## src/rtl/lsbm_pkg.sv

```systemverilog
package lsbm_pkg;

    typedef enum logic [1:0] {
        EXEC_REAL = 2'b00,
        EXEC_V86  = 2'b01,
        EXEC_PROT = 2'b10,
        EXEC_LONG = 2'b11
    } exec_mode_e;

    typedef enum logic {
        SIZE_NARROW = 1'b0,
        SIZE_WIDE   = 1'b1
    } opsize_e;

    typedef struct packed {
        logic cf;
        logic sf;
        logic zf;
        logic of;
        logic af;
        logic pf;
    } flag_t;

    localparam flag_t FLAGS_CLEAR = '{cf: 1'b0, sf: 1'b0, zf: 1'b0, of: 1'b0, af: 1'b0, pf: 1'b0};

    function automatic logic mode_allows(exec_mode_e m);
        return (m == EXEC_PROT) || (m == EXEC_LONG);
    endfunction

endpackage

```

## src/rtl/lsbm_decode.sv

```systemverilog
module lsbm_decode
    import lsbm_pkg::*;
(
    input  exec_mode_e mode,
    input  logic       vl,
    input  logic       w,
    output opsize_e    size,
    output logic       fault
);
    always_comb begin
        size  = (mode == EXEC_LONG && w) ? SIZE_WIDE : SIZE_NARROW;
        fault = vl || !mode_allows(mode);
    end
endmodule

```

## src/rtl/lsbm_mask.sv

```systemverilog
module lsbm_mask
    import lsbm_pkg::*;
#(
    parameter int unsigned DATA_W = 64
) (
    input  logic [DATA_W-1:0] src,
    input  opsize_e           size,
    output logic [DATA_W-1:0] result,
    output flag_t             flags
);
    localparam int unsigned NARROW_W = DATA_W / 2;
    localparam logic [DATA_W-1:0]   WIDE_ONE   = {{(DATA_W-1){1'b0}}, 1'b1};
    localparam logic [NARROW_W-1:0] NARROW_ONE = {{(NARROW_W-1){1'b0}}, 1'b1};

    logic [DATA_W-1:0]   wide_mask;
    logic [NARROW_W-1:0] narrow_src;
    logic [NARROW_W-1:0] narrow_mask;

    assign narrow_src  = src[NARROW_W-1:0];
    assign wide_mask   = (src - WIDE_ONE) ^ src;
    assign narrow_mask = (narrow_src - NARROW_ONE) ^ narrow_src;

    always_comb begin
        flags = FLAGS_CLEAR;
        if (size == SIZE_WIDE) begin
            result   = wide_mask;
            flags.cf = (src == '0);
            flags.sf = wide_mask[DATA_W-1];
        end else begin
            result   = {{(DATA_W-NARROW_W){1'b0}}, narrow_mask};
            flags.cf = (narrow_src == '0);
            flags.sf = narrow_mask[NARROW_W-1];
        end
    end
endmodule

```

## src/rtl/lsbm_stage.sv

```systemverilog
module lsbm_stage
    import lsbm_pkg::*;
#(
    parameter int unsigned DATA_W = 64
) (
    input  logic              clk,
    input  logic              rst,
    input  logic              take,
    input  logic              fault,
    input  logic [DATA_W-1:0] result,
    input  flag_t             flags,
    output logic              valid_q,
    output logic              fault_q,
    output logic [DATA_W-1:0] result_q,
    output flag_t             flags_q
);
    always_ff @(posedge clk) begin
        if (rst) begin
            valid_q  <= 1'b0;
            fault_q  <= 1'b0;
            result_q <= '0;
            flags_q  <= FLAGS_CLEAR;
        end else begin
            valid_q <= take;
            fault_q <= take && fault;
            if (take && !fault) begin
                result_q <= result;
                flags_q  <= flags;
            end else begin
                result_q <= '0;
                flags_q  <= FLAGS_CLEAR;
            end
        end
    end

    assert_fault_squash_R8: assert property (@(posedge clk) disable iff (rst)
        fault_q |-> (result_q == '0 && flags_q == FLAGS_CLEAR && valid_q));

    assert_fixed_flags_R4: assert property (@(posedge clk) disable iff (rst)
        !(flags_q.zf || flags_q.of || flags_q.af || flags_q.pf));
endmodule

```

## src/rtl/lsbm_unit.sv

```systemverilog
module lsbm_unit
    import lsbm_pkg::*;
#(
    parameter int unsigned DATA_W = 64
) (
    input  logic              clk,
    input  logic              rst,
    input  logic              in_valid,
    input  logic [DATA_W-1:0] in_src,
    input  logic [1:0]        in_mode,
    input  logic              in_vl,
    input  logic              in_w,
    output logic              out_valid,
    output logic [DATA_W-1:0] out_result,
    output logic              out_cf,
    output logic              out_sf,
    output logic              out_zf,
    output logic              out_of,
    output logic              out_af,
    output logic              out_pf,
    output logic              out_fault
);
    localparam int unsigned NARROW_W = DATA_W / 2;

    opsize_e           size;
    logic              fault;
    logic [DATA_W-1:0] mask;
    flag_t             flags;
    flag_t             flags_q;

    lsbm_decode u_decode (
        .mode  (exec_mode_e'(in_mode)),
        .vl    (in_vl),
        .w     (in_w),
        .size  (size),
        .fault (fault)
    );

    lsbm_mask #(.DATA_W(DATA_W)) u_mask (
        .src    (in_src),
        .size   (size),
        .result (mask),
        .flags  (flags)
    );

    lsbm_stage #(.DATA_W(DATA_W)) u_stage (
        .clk      (clk),
        .rst      (rst),
        .take     (in_valid),
        .fault    (fault),
        .result   (mask),
        .flags    (flags),
        .valid_q  (out_valid),
        .fault_q  (out_fault),
        .result_q (out_result),
        .flags_q  (flags_q)
    );

    assign out_cf = flags_q.cf;
    assign out_sf = flags_q.sf;
    assign out_zf = flags_q.zf;
    assign out_of = flags_q.of;
    assign out_af = flags_q.af;
    assign out_pf = flags_q.pf;

    assert_latency_R10: assert property (@(posedge clk) disable iff (rst)
        !in_valid |=> (!out_valid && !out_fault && out_result == '0));

    assert_zero_carry_R2: assert property (@(posedge clk) disable iff (rst)
        (in_valid && !in_vl && in_mode == 2'b11 && in_w && in_src == '0)
            |=> (out_cf && out_result == '1));

    assert_mode_fault_R9: assert property (@(posedge clk) disable iff (rst)
        (in_valid && !in_mode[1]) |=> (out_valid && out_fault));

    assert_narrow_upper_R7: assert property (@(posedge clk) disable iff (rst)
        (in_valid && !(in_mode == 2'b11 && in_w)) |=> (out_result[DATA_W-1:NARROW_W] == '0));

    assert_valid_R1: assert property (@(posedge clk) disable iff (rst)
        in_valid |=> out_valid);
endmodule

```

## config.mk

```make
export PLATFORM = sky130hd
export DESIGN_NAME = lsbm_unit
export DESIGN_NICKNAME = d
export VERILOG_FILES = /design/src/rtl/lsbm_pkg.sv /design/src/rtl/lsbm_decode.sv /design/src/rtl/lsbm_mask.sv /design/src/rtl/lsbm_stage.sv /design/src/rtl/lsbm_unit.sv
export SDC_FILE = /design/constraint.sdc
export NUM_CORES = 1
export LEC_CHECK = 0
export ABC_AREA = 1
export BUFFER_PORTS_ARGS = -buffer_cell sky130_fd_sc_hd__buf_2
export CAP_MARGIN = 20
export CORE_MARGIN = 10
export CORE_UTILIZATION = 30
export DETAILED_ROUTE_END_ITERATION = 10
export SKIP_LAST_GASP = 1
export SLEW_MARGIN = 20
export SYNTH_ARGS = -nofsm -noshare
export SYNTH_HDL_FRONTEND = slang
export SYNTH_SLANG_ARGS = --single-unit
export TNS_END_PERCENT = 30
```

## constraint.sdc

```tcl
create_clock -name clk -period 1.3 [get_ports clk]
set_clock_uncertainty 0.2 [all_clocks]
set_input_delay 0.065 -clock clk [delete_from_list [all_inputs] [get_ports clk]]
set_output_delay 0.065 -clock clk [all_outputs]
set_load 0.1 [all_outputs]
```

After elaboration in Yosys (flattened, before gate mapping) --
Index checks and enable logic that the tools add are counted. Widths: inputs -> output; s select.
Storage, ports and cells: bits of input ports 71, word-level logic and storage cells 32, output and inout bits 72, flip-flop bits (word level) 72
Operators by class: bitwise operators 4, add/subtract/negate cells 2, multiplexer cells 3, equality and inequality tests 2, reductions and logical operators 11
Operator list (count):
- $logic_not 64->1 | 1
- $sub 64x1->64 const B | 1
- $xor 64x64->64 | 1
- $logic_not 32->1 | 1
- $mux 32 | 1
- $sub 32x1->32 const B | 1
- $xor 32x32->32 | 1
- $eq 2x2->1 const B | 2
- $logic_and 1x1->1 | 3
- $reduce_or 3->1 | 1
- $logic_not 1->1 | 2
- $logic_or 1x1->1 | 2
- $mux 2 | 1
- $not 1->1 | 2
- $reduce_or 2->1 | 1
- $mux 1 | 1

Logic depth before layout (Yosys ltp) --
depth after elaboration 8, depth in mapped cells 9, mapped depth without buffers 9

By module --
A second synthesis with hierarchy kept.
Second synthesis, totals: cell total of the unflattened synthesis 559, area, all modules 3841.2 sq um
Modules (own cells, without submodules):
- lsbm_stage | times used 1, sequential area each 1441.4 sq um, area each 2258.4 sq um, cells each 225
- lsbm_mask | times used 1, sequential area each 0.0 sq um, area each 1561.5 sq um, cells each 329
- lsbm_decode | times used 1, sequential area each 0.0 sq um, area each 21.3 sq um, cells each 5

Worst setup path after synthesis --
No wires, ideal clock.
path type input -> register, start point in in_src[0], end point reg u_stage.result_q[42], setup slack 0.070 ns, stages on the path 8, library setup time 0.065 ns, required time 1.035 ns, arrival time 0.965 ns, path buffers 0, cells stage by stage inv_1 -> ha_1 -> nand2_1 -> nor2_2 -> nand2_4 -> nor2_4 -> nand3_1 -> nor2_1
Between the ends: longest elaborated chain between the ends 2
Ends and longest elaborated chain:
- start, declared | RTL line lsbm_unit.sv:9 | input logic [DATA_W-1:0] in_src,
- $sub 64x1->64 | RTL line lsbm_mask.sv:20 | assign wide_mask = (src - WIDE_ONE) ^ src;
- $xor 64x64->64 | RTL line lsbm_mask.sv:20
- end signal, assigned | RTL line lsbm_stage.sv:27 | result_q <= result;
- end, declared | RTL line lsbm_stage.sv:14 | output logic [DATA_W-1:0] result_q,
Every way passes these cells. A chain may end at the register's enable or synchronous reset.

Worst setup path after layout --
start point in in_src[55], end point reg, netlist name u_stage.flags_q[5]
Between the ends: longest elaborated chain between the ends 2
Ends and longest elaborated chain:
- $logic_not 64->1 | RTL line lsbm_mask.sv:27 | flags.cf = (src == '0);
- $mux 2 | RTL line lsbm_mask.sv:25 | if (size == SIZE_WIDE) begin
Every way passes these cells.

==> summary.md <==
| Metric | Value |
|---|---|
| DRC errors left | `0` |
| Post-route setup slack | `-0.00848 ns` |
| Top cells by area, synth | `dfxtp_1 (45%), nor2_1 (17%), nand2_1 (10%)` |
| Clock group share of total power | `42.6%` |
| Row cnt | `36` |
| Flop pwr share | `44.8%` |
| Clk sinks | `68` |
| GPL Wtd Cong | `0.969` |
| IO Port Bufs | `138` |
| First-pass GRT wire length | `17.8 mm` |
| Nets | `737` |
| Via density per instance | `4.28` |
| Leak | `2.64 nW` |
| Unrepaired setup endpoints after global routing | `yes` |
| CP endpoint kind | `register` |
| Die Y | `120 um` |
| Worst setup SP type | `input pin` |
| CP Max Fanout | `2` |
| Yosys cell types | `26` |
| P per Cell Area | `790 nW/um2` |
| Global route total overflow | `0` |
| CTS tree | `yes` |
| Initial Utilization | `30.8%` |
| Estimated wirelength of the detail-placed design | `9.45 mm` |
| Maximum clock rate | `764 MHz` |
| Tot GR Track Use | `15.4%` |
| Mapped Cells | `427` |
| Yosys Warn Count | `0` |
| Max-cap viol count | `0` |
| Final Cycle Share | `101%` |
| Hold slack | `-0.279 ns` |
| #FFs+latches synth | `68` |
| Max Buffers Root-to-Sink | `2` |
| Vias | `3,440` |
| CORE AREA | `9820 um2` |
| Drt total wl | `11.4 mm` |
| Fin. max-slew vios | `0` |
| Cell Area, Placed | `5230 um2` |
| Io pins | `143` |
| Switching Share | `24.3%` |
| WL per Instance | `14.1 um` |
| Logic pwr share | `12.6%` |
| Hold Vio Cnt, Final | `23` |
| Routed Antenna Nets | `0` |
| P_int | `3.54 mW` |
| Largest net degree at the start of global routing | `13` |
| Synth top area share | `45.0%` |
| Setup CP Type | `input pin to register` |
| Status | `finished, violations left` |
| Fill cells | `902` |
| Sum Neg Setup Slack | `-0.00848 ns` |
| # setup viols final | `1` |
| Req. time, crit path | `1.38 ns` |
| Initial antenna violation count | `1` |
| Post-route cell area | `5920 um2` |
| Failing checks | `hold timing, setup timing` |
| Root buf cell | `clkbuf_8` |
| Synth Area per Inst | `7.08 um2` |
| 1st-pass router iterations | `5` |
| Seq/Total Area, Yosys | `45.0%` |
| Inserted Clock Buffers | `9` |
| Die area | `14,500 um2` |
| Share of cells above drive strength 1 | `38.0%` |
| Area leader, netlist | `dfxtp_1` |
| Peak supply drop | `0.667 mV` |
| Max H-tree Level | `3` |
| Layout Area Growth over Synthesis | `95.6%` |
| Reg clk slew, reported paths | `0.08 ns` |
| Switching pwr | `1.13 mW` |
| Starting DRC count in detailed routing | `124` |
| Min cycle time layout | `1.31 ns` |
| Worst Hold Class | `input pin to register` |
| Synthesized area | `3020 um2` |
| Chip Width | `120 um` |
| Vias in the first global route | `3,708` |
| Worst EP arrival | `1.39 ns` |
[stage by stage]
stage / total power [mW] / utilization, % / worst slack, ns / std cells
after floorplan: 2.39 / - / 0.0704 / 430
after global placement: 2.64 / 53.3 / -0.144 / 744
after detailed placement: 2.65 / 53.3 / -0.169 / 744
after CTS: 4.70 / 59.5 / 0.0119 / 797
after global routing: 4.87 / 60.2 / -0.0888 / 803
final: 4.67 / 60.2 / -0.00848 / 803
[area by class of cell]
class	instances	area, um2	share of cell area, %
antenna	1	2.50	0.0423
clock inverter	5	83.8	1.42
inverter	52	195	3.30
multi-input combinational	305	1460	24.7
clock buffer	11	151	2.56
sequential	68	1360	23.0
timing repair buffer	228	2490	42.2
tap	133	166	2.81
[worst max-delay path, cell delays in order]
cell,delay (ns)
buf_2,0.10
nor2_1,0.10
dlygate4sd3_1,0.60
nand2_1,0.11
nor2_2,0.12
nand2_1,0.08
nor2_1,0.09
nor2_1,0.05
nor2_1,0.07
[per-layer routing]
metal	routed length, um	vias up	track usage [%]
met3	738	24	4.98
met2	5970	107	28.2
li1	-	1756	-
met4	359	0	7.32
met5	0	-	0
met1	4290	1553	15.5
[repair_timing]
item / in CTS / in global routing
buffers inserted: 0 / 1
hold buffers: 37 / 8
hold endpoints to repair: 51 / 15
endpoints found under the setup margin: 0 / 11
gates resized for setup: 0 / 9
[Yosys cell counts]
cell type	number
and2_1	3
or2_4	1
and3_1	2
xor2_1	1
nor4_1	1
ha_1	2
nor2_2	12
nor2_8	2
inv_2	4
nand3_1	18
nand2_4	2
nand3_2	8
nor2_4	7
inv_1	48
or2_0	1
buf_6	1
nor2_1	139
nand4_1	5
nor3_1	6
conb_1	1
dfxtp_1	68
nand3b_1	1
nand2_1	83
nor3_2	1
nand2_2	6
buf_4	4
[registers in the layout, indices dropped and copies added, names as in the netlist]
signal            count
u_stage.fault_q       1
u_stage.flags_q       2
u_stage.result_q     64
u_stage.valid_q       1
[cell families (layout without fill, tap and decap cells)]
group	count (synthesis)	in the layout	share of synthesized area (%)
other	1	5	0.124
XOR/XNOR	1	1	0.290
flip-flops	68	68	45.0
buffers and inverters	57	296	7.82
AND/OR/NAND/NOR	298	298	45.9
adder cells (fa/ha/maj)	2	2	0.827
[final timing paths]
| kind | start | end | slack [ns] | depth (start not counted) |
|---|---|---|---|---|
| setup / recovery | in_src[55] | u_stage.flags_q[5]$_SDFF_PP0_ | -0.008 | 9 |
| hold / removal | in_src[9] | u_stage.result_q[10]$_SDFF_PP0_ | -0.28 | 2 |
[power groups by stage]
| stage | Sequential [mW] | Combinational [mW] | Clock, mW |
|---|---|---|---|
| finish | 2.09 | 0.589 | 1.99 |
| global route | 2.09 | 0.642 | 2.14 |
| CTS | 2.09 | 0.570 | 2.04 |
| detailed placement | 2.14 | 0.506 | 0 |
| global placement | 2.14 | 0.500 | 0 |
| floorplan | 2.18 | 0.208 | 0 |
[cells in the final DEF, fill, tap and decap left out, types with 7 or more instances in the layout]
cell	n
clkbuf_8	11
buf_4	49
buf_2	69
nand3_2	8
nor2_4	7
nand2_1	83
nor2_1	130
nand3_1	18
dlygate4sd3_1	42
nor2_2	21
dfxtp_1	68
inv_1	48
buf_12	68
(Power assumes the default switching activity.)
